`config.mk`:
```
export PLATFORM = sky130hd
export DESIGN_NAME = rig_gate
export DESIGN_NICKNAME = d
export VERILOG_FILES = /design/src/rtl/rig_pkg.sv /design/src/rtl/rig_sync.sv /design/src/rtl/rig_arbiter.sv /design/src/rtl/rig_tracker.sv /design/src/rtl/rig_gate.sv
export SDC_FILE = /design/constraint.sdc
export NUM_CORES = 1
export LEC_CHECK = 0
export ABC_CLOCK_PERIOD_IN_PS = 1200
export BUFFER_PORTS_ARGS = -buffer_cell sky130_fd_sc_hd__buf_2
export CORE_AREA = 2 2 39 41
export DETAILED_ROUTE_END_ITERATION = 10
export DIE_AREA = 0 0 41 43
export MAX_ROUTING_LAYER = met4
export SETUP_SLACK_MARGIN = 0.02
export SLEW_MARGIN = 20
export SYNTH_ARGS = -nofsm -noshare
export SYNTH_HDL_FRONTEND = slang
export SYNTH_SLANG_ARGS = --single-unit
export TNS_END_PERCENT = 30
```
`constraint.sdc`:
```
create_clock -name clk -period 1.2 [get_ports clk]
set_clock_uncertainty 0.15 [all_clocks]
set_input_delay 0.06 -clock clk [delete_from_list [all_inputs] [get_ports clk]]
set_output_delay 0.06 -clock clk [all_outputs]
set_load 0.01 [all_outputs]
```
`src/rtl/rig_pkg.sv`:
```
// Shared definitions for the radio inhibit gate.
// Assumes the operation index order below is also the grant priority.
package rig_pkg;
    localparam int RIG_OPS = 3;

    typedef enum logic [1:0] {
        OP_CCA = 2'd0,
        OP_TX  = 2'd1,
        OP_RX  = 2'd2
    } rig_op_e;
endpackage

```
`src/rtl/rig_sync.sv`:
```
// Multi-stage synchronizer for one asynchronous level.
// Assumes STAGES >= 2 and that the input is a slow level, not a pulse.
module rig_sync #(
    parameter int STAGES = 2
) (
    input  logic clk,
    input  logic rst_n,
    input  logic d,
    output logic q
);
    logic [STAGES-1:0] chain;

    // shift the async level through the flop chain
    always_ff @(posedge clk) begin
        if (!rst_n) chain <= '0;
        else        chain <= {chain[STAGES-2:0], d};
    end

    assign q = chain[STAGES-1];
endmodule

```
`src/rtl/rig_arbiter.sv`:
```
// Fixed-priority picker: the lowest index among the set request bits wins.
// Purely combinational, and the output is onehot0.
module rig_arbiter #(
    parameter int N = 3
) (
    input  logic [N-1:0] req,
    output logic [N-1:0] pick
);
    logic [N:0] seen;

    assign seen[0] = 1'b0;

    // ripple a "higher priority already requesting" flag upward
    for (genvar i = 0; i < N; i++) begin : g_pick
        assign seen[i+1] = seen[i] | req[i];
        assign pick[i]   = req[i] & ~seen[i];
    end
endmodule

```
`src/rtl/rig_tracker.sv`:
```
// Tracks whether a granted radio operation is still running.
// Assumes op_done is only meaningful while an operation is running.
module rig_tracker (
    input  logic clk,
    input  logic rst_n,
    input  logic start,
    input  logic op_done,
    output logic active
);
    // set on grant decision, clear on completion
    always_ff @(posedge clk) begin
        if (!rst_n)       active <= 1'b0;
        else if (start)   active <= 1'b1;
        else if (op_done) active <= 1'b0;
    end
endmodule

```
`src/rtl/rig_gate.sv`:
```
// Radio inhibit gate: grants one radio operation at a time and refuses
// every request while the synchronized inhibit is high. An operation that
// is already running completes normally.
// Assumes the scheduler drops a request once it has been granted or denied.
module rig_gate
    import rig_pkg::*;
#(
    parameter int NUM_OPS     = RIG_OPS,
    parameter int SYNC_STAGES = 2
) (
    input  logic               clk,
    input  logic               rst_n,
    input  logic               inhibit_in,
    input  logic [NUM_OPS-1:0] op_req,
    input  logic               op_done,
    output logic [NUM_OPS-1:0] op_grant,
    output logic [NUM_OPS-1:0] op_deny,
    output logic               inhibited
);
    logic               inh_sync;
    logic               op_active;
    logic [NUM_OPS-1:0] pick;
    logic [NUM_OPS-1:0] gnt_d;
    logic [NUM_OPS-1:0] deny_d;

    rig_sync #(.STAGES(SYNC_STAGES)) u_sync (
        .clk   (clk),
        .rst_n (rst_n),
        .d     (inhibit_in),
        .q     (inh_sync)
    );

    rig_arbiter #(.N(NUM_OPS)) u_arb (
        .req  (op_req),
        .pick (pick)
    );

    // decide grant or deny for this cycle's requests
    always_comb begin
        gnt_d  = '0;
        deny_d = '0;
        if (inh_sync)        deny_d = op_req;
        else if (!op_active) gnt_d  = pick;
    end

    rig_tracker u_trk (
        .clk     (clk),
        .rst_n   (rst_n),
        .start   (|gnt_d),
        .op_done (op_done),
        .active  (op_active)
    );

    // register the one-cycle grant and deny pulses
    always_ff @(posedge clk) begin
        if (!rst_n) begin
            op_grant <= '0;
            op_deny  <= '0;
        end else begin
            op_grant <= gnt_d;
            op_deny  <= deny_d;
        end
    end

    assign inhibited = inh_sync & ~op_active;
endmodule

```
Word-level counts from Yosys, hierarchy flattened --
Index checks and enable logic that the tools add are counted.
Word-level totals: output and inout bits 7, register bits after elaboration 9
Operators by class: bitwise gates (word level) 7, multiplexer cells 4, reductions and logical operators 3
Operator list (number):
- 3-bit 2-to-1 mux | 2
- 1-bit bitwise AND | 3
- 1-bit NOT | 3
- 3-bit OR reduction | 1
- 1-bit 2-to-1 mux | 2
- 2-bit AND reduction | 1
- 2-bit nonzero test | 1
- 1-bit OR | 1

Logic depth before layout (Yosys ltp) --
Gate-level depths: netlist (run 1).
word-level depth 7, gate-level depth with buffers 2, gate-level depth less buffers 2

By module --
Synthesis (run 1) repeated with hierarchy kept, for this count alone.
Unflattened totals: cells, all modules 25, area, all modules 302.8 um^2
By module, submodules not included:
- rig_gate | area an instance 182.7 um^2, cells an instance 15, times used 1, sequential area each 120.1 um^2
- rig_sync | area an instance 52.6 um^2, cells an instance 4, times used 1, sequential area each 40.0 um^2
- rig_tracker | area an instance 41.3 um^2, cells an instance 3, times used 1, sequential area each 20.0 um^2
- rig_arbiter | area an instance 26.3 um^2, cells an instance 3, times used 1, sequential area each 0.0 um^2

Least setup slack after synthesis (run 1) --
Ideal clock, no wire load.
kind register to register, start reg u_sync.chain[1], end reg u_trk.active, cell stages (with the launch flop) 3, arrival 737 ps, setup time 104 ps, required time 946 ps, slack 210 ps, cells stage by stage dfxtp_1 nor2b_2 a2111oi_2
On the way: longest elaborated chain between the ends 3, elaborated cells between the ends (all ways) 4, those cells by class mux: 2; reduce/logical: 2
Ends and longest elaborated chain:
- start, declared | line rig_sync.sv:11 | logic [STAGES-1:0] chain;
- start signal, assigned | line rig_sync.sv:16 | else chain <= {chain[STAGES-2:0], d};
- 3-bit 2-to-1 mux (*) | line rig_gate.sv:42 | if (inh_sync) deny_d = op_req;
- 3-bit OR reduction (*) | line rig_gate.sv:49 | .start (|gnt_d),
- 1-bit 2-to-1 mux / 2-bit nonzero test (equally long branches)
- end signal, assigned | line rig_tracker.sv:12 | if (!rst_n) active <= 1'b0;
- end signal, assigned | line rig_tracker.sv:13 | else if (start) active <= 1'b1;
- end signal, assigned | line rig_tracker.sv:14 | else if (op_done) active <= 1'b0;
- end, declared | line rig_tracker.sv:8 | output logic active
Every way passes the cells marked *; elsewhere a longest branch is shown, timed or not. A chain may end at the register's enable or synchronous reset.

Final worst setup path (run 1) --
start reg u_trk.active, end out inhibited
On the way: longest elaborated chain between the ends 2
Ends and longest elaborated chain:
- 1-bit NOT | line rig_gate.sv:65 | assign inhibited = inh_sync & ~op_active;
- 1-bit bitwise AND | line rig_gate.sv:65
- end, declared | line rig_gate.sv:18 | output logic inhibited
Every way passes these cells.

==> metrics, run 1 <==
Crit Path Category=reg2out; Peak Freq=0.893 GHz; most common cell after layout, fill and taps aside=buf_2; Clk pwr share=between 30% and 40%; RSZ-0062 raised after global routing=no; Post-Syn Nets=30; Global Route Usage Sum=~7.6%; sw frac=about a fifth; Layout Nets=54; post-layout min period=around 1100 ps; Avg WL per Cell=roughly 8 um; Hold WS=281 ps; ANT nets after route=0; drt total wl=a little under 500 um; combinational power share=10.1%; Worst-path clk slew=around 60 ps; CORE AREA=roughly 0.0014 sq mm; endpoints failing hold=0; Data required, critical path=around 990 ps; NetSw=~120 uW; Longest Clk Path Bufs=2; largest fanout on the critical path=4; layout cells sized above 1=a little over half; die height=approximately 43 um; global route overflow=0; synthesis-to-finish area growth=64.2%; input/output buffers=13; Post-CTS Setup Bufs=0; Int Pwr=between 400 and 500 uW; Final Max Tran Viols=0; Final period util=between 90 and 100%; met1 usage=roughly 8.4%; share of the synthesized area in the top cell type=roughly 63%; Die Wd=just over 40 um; Syn Inst Count=23; setup TNS=0 ps; worst hold path class=reg2reg; Die ar.=roughly 0.0018 sq mm; vias in the first global route=230; PwrDens=between 1000 and 1500 mW/mm^2; vias per cell=approximately 3.9; yosys warns=0; Worst EP arrival=approximately 910 ps; # setup viols final=0; worst-margin pin slew=roughly 260 ps; syn avg cell area=approximately 12 sq um; Initial Util=between 20% and 30%; met3 usage in global routing=around 3.1%; num rows=14; Cell Area, Synth=about 290 sq um; crit path launch type=flip-flop; Inserted Diodes=0; initial antenna violation count=0; pin count of the biggest net entering global routing=8; layout filler cell count=about 150; detailed placement HPWL=approximately 390 um; leak pwr=about 0.00023 uW; status=completed; initial DRC count=1; H-tree depth=1; Yosys top cell by area=dfxtp_1; clock buffer count from CTS=3; Distinct cells, synth=11; first drt pass iteration count=2; first-pass GRT wire length=between 800 and 900 um; Sequential Power Share=around 53%; routed vias=roughly 240; max_cap viols=0; GRT met2 Usage=10.3%; Seq/Total Area, Yosys=62.9%; CTS tree=built; Max-slew headroom=82.2%; IO Count=14; crit path capture type=output pin; commonest cells after routing, fill and taps aside=buf_2, dfxtp_1, dlygate4sd3_1; Yosys reg bits=9; VDD IR max=0.552 mV; DRC=0; GR peak layer=met2; top post-synthesis cells by area=dfxtp_1, and3_2, and2_1; routability cong.=0.693; clock sinks=9; Clock Tree Root=clkbuf_4; Skew-Pair Late Insertion Delay=250 ps
[sequential cells by signal, indices dropped and copies added (netlist names)]
register,flops
u_sync.chain,2
op_deny,3
op_grant,3
u_trk.active,1
[through the flow]
stage                     setup WS (ps)  utilization [%]  instances  power [uW]  cell area [sq um]
after global placement              197             26.9         52         368                372
after floorplan                     210                -         23         345                287
after CTS                          39.4             33.5         62         609                464
after global routing               32.1             34.0         62         637                470
final                              80.0             34.0         62         601                470
after detailed placement            151             26.9         52         369                372
[power by group through the flow]
stage          Combinational (uW)  Clock [uW]  Sequential (uW)
2_1_floorplan                17.9           0              327
3_3_place_gp                 43.6           0              324
6_report                     60.7         221              319
3_5_place_dp                 44.2           0              325
4_1_cts                      60.2         230              319
5_1_grt                      67.4         249              321
[area by class of cell]
type / count / area, sq um / area share (%)
inverters: 1 / 3.75 / 0.798
repair buffers: 19 / 125 / 26.6
well taps: 16 / 20.0 / 4.26
flip-flops and latches: 9 / 181 / 38.6
multi-input cells: 13 / 114 / 24.2
clock buffers: 4 / 26.3 / 5.59
[critical path, stage by stage, from the launching register on]
cell     delay, ps
dfxtp_1        450
nor2b_4         70
buf_2          140
[synthesized netlist by cell type (all sizes together)]
master	number
a2111oi	1
and2	3
and3	4
and3b	1
dfxtp	9
inv	1
nor2	1
nor2b	1
nor3b	1
nor4	1
[metal layers]
layer / share of wire, % / wire length [um]
met1: 46 / 225
met2: 41 / 203
met3: 11 / 53
met4: 1.6 / 8
met5: 0 / 0
[repair_timing]
action,CTS,global route
resized for setup,2,1
hold buffers,6,0
pin swaps,0,0
endpoints found under the setup margin,1,1
endpoints found under the hold margin,9,0
[final timing paths]
check                                     to  cells after the start                  startpoint  slack [ps]
setup / recovery                   inhibited                      2   u_trk.active$_SDFFE_PN0P_          80
hold / removal    u_sync.chain[1]$_SDFF_PN0_                      1  u_sync.chain[0]$_SDFF_PN0_         280
setup reg to reg   u_trk.active$_SDFFE_PN0P_                      2   u_trk.active$_SDFFE_PN0P_         160
hold reg to reg   u_sync.chain[1]$_SDFF_PN0_                      1  u_sync.chain[0]$_SDFF_PN0_         280
[logic make-up after synthesis]
logic type / count (synthesis) / share of synthesized area [%]
AND/OR/NAND/NOR: 12 / 30.6
flip-flops: 9 / 62.9
AO/OA/AOI/OAI: 1 / 5.24
buffers and inverters: 1 / 1.31
No activity file was read; power rests on OpenSTA's default activity.
==> run 2: changes to the inputs <==
BUFFER_PORTS_ARGS = -buffer_cell sky130_fd_sc_hd__buf_4   (was -buffer_cell sky130_fd_sc_hd__buf_2)
==> run 2 against run 1 <==
- clock power up 2%
- final cell count unchanged
- critical path type unchanged
- flip-flop and latch count is the same
- global-route usage rose by 0.84 points
- power up 2.5%
- cell area up 6.9%
- clock-buffer cell count unchanged
- sequential power about the same
==> metrics, run 2 (synthesis gave the netlist of run 1 again) <==
r2r setup slk=120 ps (-40 ps); Die Wd=41 um (unchanged); Die ar.=0.00176 sq mm (unchanged); Sequential Area=181 sq um (unchanged); FF-to-FF Start=u_trk.active$_SDFFE_PN0P_; Skew-Pair Late Insertion Delay=260 ps (about the same); most common cell after layout, fill and taps aside=buf_4; PwrDens=1220 mW/mm^2 (-4.1%); ANT nets after route=0 (unchanged); CP Cell Sequence=nor2b_4 -> buf_4; Final Max Tran Viols=0 (unchanged); biggest regs=op_deny: 3 flops, op_grant: 3 flops, u_sync.chain: 2 flops; Initial Util=20.7% (unchanged); Longest Clk Path Bufs=2 (unchanged); vias per cell=4.02 (+2.0%); routability cong.=0.688 (-0.81%); Core Util, Final=36.3% (+2.4 points); H-tree depth=1 (unchanged); CP Capture Point=inhibited; Cell Area, Placed=404 sq um (+8.8%); crit path capture type=output pin; Clock Tree Root=clkbuf_4; Inserted Diodes=0 (unchanged); Critical Path Max Stage Delay=470 ps (+20 ps); detailed placement HPWL=386 um (about the same); clock buffer count from CTS=3 (unchanged); FF-to-FF path depth=2 (unchanged); worst-margin pin slew=294 ps (+30.0 ps); max_cap viols=0 (unchanged); initial antenna violation count=0 (unchanged); DRC=0 (unchanged); RR Endpoint=u_trk.active$_SDFFE_PN0P_; Worst-path clk slew=60 ps (about the same); status=completed; Layout Nets=54 (unchanged); post-route cell area=503 sq um (+6.9%); Hold WS=282 ps (+1.22 ps); Worst EP arrival=940 ps (+30 ps); num rows=14 (unchanged); post-layout min period=1150 ps (+34.5 ps); first drt pass iteration count=4 (+2); # setup viols final=0 (unchanged); synthesis-to-finish area growth=75.5%; clock sinks=9 (unchanged); endpoints failing hold=0 (unchanged); worst hold path class=reg2reg; RSZ-0062 raised after global routing=yes; first-pass GRT wire length=890 um (+4.1%); Data required, critical path=990 ps (about the same); die height=43 um (unchanged); IO Count=14 (unchanged); input/output buffers=13 (unchanged); vias in the first global route=228 (-0.87%); setup TNS=0 ps (unchanged); Avg WL per Cell=8.74 um (+11%); Max-slew headroom=80.2% (-2.0 points); leak pwr=0.000238 uW (+2.2%); largest fanout on the critical path=4 (unchanged); pin count of the biggest net entering global routing=8 (unchanged); Global Route Usage Sum=8.46% (+0.84 points); crit path launch=u_trk.active$_SDFFE_PN0P_; Final period util=96.2% (+2.9 points); crit path launch type=flip-flop; CTS tree=built; CORE AREA=0.00138 sq mm (unchanged); slowest cell on the critical path=dfxtp_1; VDD IR max=0.359 mV (-35%); Peak Freq=0.866 GHz (-3.0%); drt total wl=542 um (+11%); layout cells sized above 1=52.2% (unchanged); initial DRC count=2 (+1); multi-input logic area=114 sq um (unchanged); global route overflow=0 (unchanged); routed vias=249 (+2.0%); Crit Path Category=reg2out; commonest cells after routing, fill and taps aside=buf_4, dfxtp_1, dlygate4sd3_1; layout filler cell count=145 (-0.68%)
==> run 2: cell counts in the layout (fill, tap and decap cells not counted) <==
No cell type changed its count.
==> run 2: critical path, delay by kind of cell, from the launching register on <==
kind / cells / cell delay [ps]
buffers and inverters: 1 / 150
flip-flops: 1 / 470
AND/OR/NAND/NOR: 1 / 70
==> run 2: layer usage <==
metal  global-route usage (%)  routed length [um]  part of all wire (%)
met5                        -                   0                     0
met3                     3.14                  56                    10
met4                     10.0                   0                     0
met2                     10.9                 281                    52
met1                     8.44                 204                    38
==> run 2: repair_timing <==
item / 4_1_cts / 5_1_grt
setup endpoints to repair: 1 / 2
endpoints found under the hold margin: 9 / 0
hold buffers: 6 / 0
gates resized for setup: 1 / 2
gates cloned: 0 / 0
setup buffers: 0 / 0
==> run 2: worst min path at each step <==
stage / from / endpoint / slack [ps] / cells past startpoint
6_report: u_sync.chain[0]$_SDFF_PN0_ / u_sync.chain[1]$_SDFF_PN0_ / 280 / 1
5_1_grt: u_sync.chain[0]$_SDFF_PN0_ / u_sync.chain[1]$_SDFF_PN0_ / 300 / 1
4_1_cts: u_sync.chain[0]$_SDFF_PN0_ / u_sync.chain[1]$_SDFF_PN0_ / 280 / 1
3_5_place_dp: op_done / u_trk.active$_SDFFE_PN0P_ / 100 / 2
3_3_place_gp: op_done / u_trk.active$_SDFFE_PN0P_ / 100 / 2
2_1_floorplan: op_done / u_trk.active$_SDFFE_PN0P_ / 6 / 1
==> run 2: cell type report <==
type                       count  area share, %
inverter                       1          0.746
tap                           16           3.98
timing repair buffer          19           31.3
clock buffer                   4           5.22
multi-input combinational     13           22.6
sequential                     9           36.1
==> run 2: power breakdown <==
part           leakage (uW)  switching, uW  internal (uW)
clock             0.0000150           97.4            128
combinational      0.000149           23.2           46.9
sequential        0.0000741           9.67            311
==> run 2: per-stage QoR <==
step	power, uW	instances	worst slack, ps
floorplan	345	23	210
finish	616	62	45.5
detailed placement	378	52	128
CTS	622	62	23.0
global route	645	62	1.72
global placement	377	52	194
==> run 3: changes to the inputs <==
CELL_PAD_IN_SITES_DETAIL_PLACEMENT = 2   (was default)
CELL_PAD_IN_SITES_GLOBAL_PLACEMENT = 2   (was default)
PLACE_DENSITY_LB_ADDON = 0.1   (was default)
==> run 3 against run 2 <==
- first-iteration DRC count unchanged
- flip-flop and latch count unchanged
- worst hold slack gained 11 ps
- critical path depth did not move
- critical path type unchanged
==> metrics, run 3 (synthesis gave the netlist of run 1 again) <==
routed vias=251 (+0.80%); most common cell after layout, fill and taps aside=buf_4; clock buffer count from CTS=3 (unchanged); num rows=14 (unchanged); crit path launch type=flip-flop; # setup viols final=0 (unchanged); H-tree depth=1 (unchanged); combinational power share=11.5% (about the same); met3 usage in global routing=4.71% (+1.6 points); Longest Clk Path Bufs=2 (unchanged); Worst-path clk slew=60 ps (about the same); crit path capture type=output pin; ANT nets after route=0 (unchanged); Sequential Power Share=51.5% (-0.6 points); NetSw=136 uW (+4.3%); biggest regs=op_deny: 3 flops, op_grant: 3 flops, u_sync.chain: 2 flops; setup TNS=0 ps (unchanged); layout cells sized above 1=52.2% (unchanged); sw frac=21.9% (+0.71 points); Max-slew headroom=83.3% (+3.1 points); r2r setup slk=170 ps (+50 ps); Die ar.=0.00176 sq mm (unchanged); met1 usage=10.7% (+2.3 points); Die Wd=41 um (unchanged); IO Count=14 (unchanged); Skew-Pair Late Insertion Delay=250 ps (about the same); slowest cell on the critical path=dfxtp_1; layout filler cell count=152 (+4.8%); largest fanout on the critical path=4 (unchanged); PwrDens=1240 mW/mm^2 (+0.94%); first-pass GRT wire length=1170 um (+31%); RSZ-0062 raised after global routing=no; input/output buffers=13 (unchanged); initial DRC count=2 (unchanged); CP Cell Sequence=nor2b_4 -> buf_4; Final Power=622 uW (+0.94%); Crit Path Category=reg2out; synthesis-to-finish area growth=75.5% (unchanged); Layout Nets=54 (unchanged); clock sinks=9 (unchanged); pin count of the biggest net entering global routing=8 (unchanged); commonest cells after routing, fill and taps aside=buf_4, dfxtp_1, dlygate4sd3_1; Data required, critical path=990 ps (about the same); Final period util=93.9% (-2.3 points); CORE AREA=0.00138 sq mm (unchanged); DRC=0 (unchanged); WP buf/inv=1 (unchanged); Clock Tree Root=clkbuf_4; leak pwr=0.000238 uW (unchanged); first drt pass iteration count=2 (-2); GR peak layer=met2; VDD IR max=0.459 mV (+28%); die height=43 um (unchanged); worst-margin pin slew=249 ps (-45.8 ps); worst hold path class=reg2reg; Critical Path Max Stage Delay=450 ps (-20 ps); Avg WL per Cell=10.9 um (+25%); CTS tree=built; routability cong.=0.671 (-2.4%); initial antenna violation count=0 (unchanged); Final Max Tran Viols=0 (unchanged); vias in the first global route=296 (+30%); endpoints failing hold=0 (unchanged); max_cap viols=0 (unchanged); status=completed; Peak Freq=0.888 GHz (+2.5%); crit-path leading delay family=flip-flops; GRT met2 Usage=15.6% (+4.7 points); drt total wl=678 um (+25%); Core Util, Final=36.3% (unchanged); Inserted Diodes=0 (unchanged); Clk pwr share=36.9% (+0.4 points); vias per cell=4.05 (+0.80%); post-layout min period=1130 ps (-27.9 ps); global route overflow=0 (unchanged); Initial Util=20.7% (unchanged); Int Pwr=486 uW (about the same); Worst EP arrival=920 ps (-20 ps); Global Route Usage Sum=10.1% (+1.7 points)
-- run 3: cell type report --
class | count | area (sq um) | share of cell area (%)
repair buffers | 19 | 158 | 31.3
multi-input cells | 13 | 114 | 22.6
inverters | 1 | 3.75 | 0.746
clock buffers | 4 | 26.3 | 5.22
well taps | 16 | 20.0 | 3.98
flip-flops and latches | 9 | 181 | 36.1
-- run 3: worst paths after layout --
kind | start | to | cells past startpoint
worst max register to register | u_trk.active$_SDFFE_PN0P_ | u_trk.active$_SDFFE_PN0P_ | 2
worst min register to register | u_sync.chain[0]$_SDFF_PN0_ | u_sync.chain[1]$_SDFF_PN0_ | 1
worst min-delay path | u_sync.chain[0]$_SDFF_PN0_ | u_sync.chain[1]$_SDFF_PN0_ | 1
worst max-delay path | u_trk.active$_SDFFE_PN0P_ | inhibited | 2
-- run 3: timing repair --
item / 4_1_cts / 5_1_grt
hold buffers: 6 / 0
setup buffers: 0 / 0
gates resized for setup: 1 / 2
endpoints found under the setup margin: 1 / 2
hold endpoints to repair: 9 / 0
-- run 3: power groups by stage --
| stage | logic, uW | registers [uW] | clock network, uW |
|---|---|---|---|
| 6_report | 71.7 | 320 | 230 |
| 3_5_place_dp | 54.3 | 325 | 0 |
| 5_1_grt | 80.4 | 322 | 254 |
| 3_3_place_gp | 52.9 | 324 | 0 |
| 2_1_floorplan | 17.9 | 327 | 0 |
| 4_1_cts | 69.9 | 319 | 237 |
-- run 3: layer usage --
metal | part of all wire (%) | routed length [um] | up-vias
li1 | - | - | 125
met1 | 38 | 255 | 116
met2 | 55 | 375 | 10
met3 | 6.9 | 47 | 0
met4 | 0 | 0 | 0
met5 | 0 | 0 | -
-- run 3: metrics by stage --
stage	hold WS (ps)	area (sq um)	setup slack [ps]	cells
floorplan	6.42	287	210	23
global placement	99.8	404	192	52
detailed placement	105	404	158	52
CTS	304	492	42.0	62
global route	332	503	26.2	62
finish	293	503	73.4	62
-- run 3: worst reg2reg max path: stages (launching register included) --
cell and delay [ps]:
dfxtp_1 450, nor2b_4 70, a2111oi_2 260
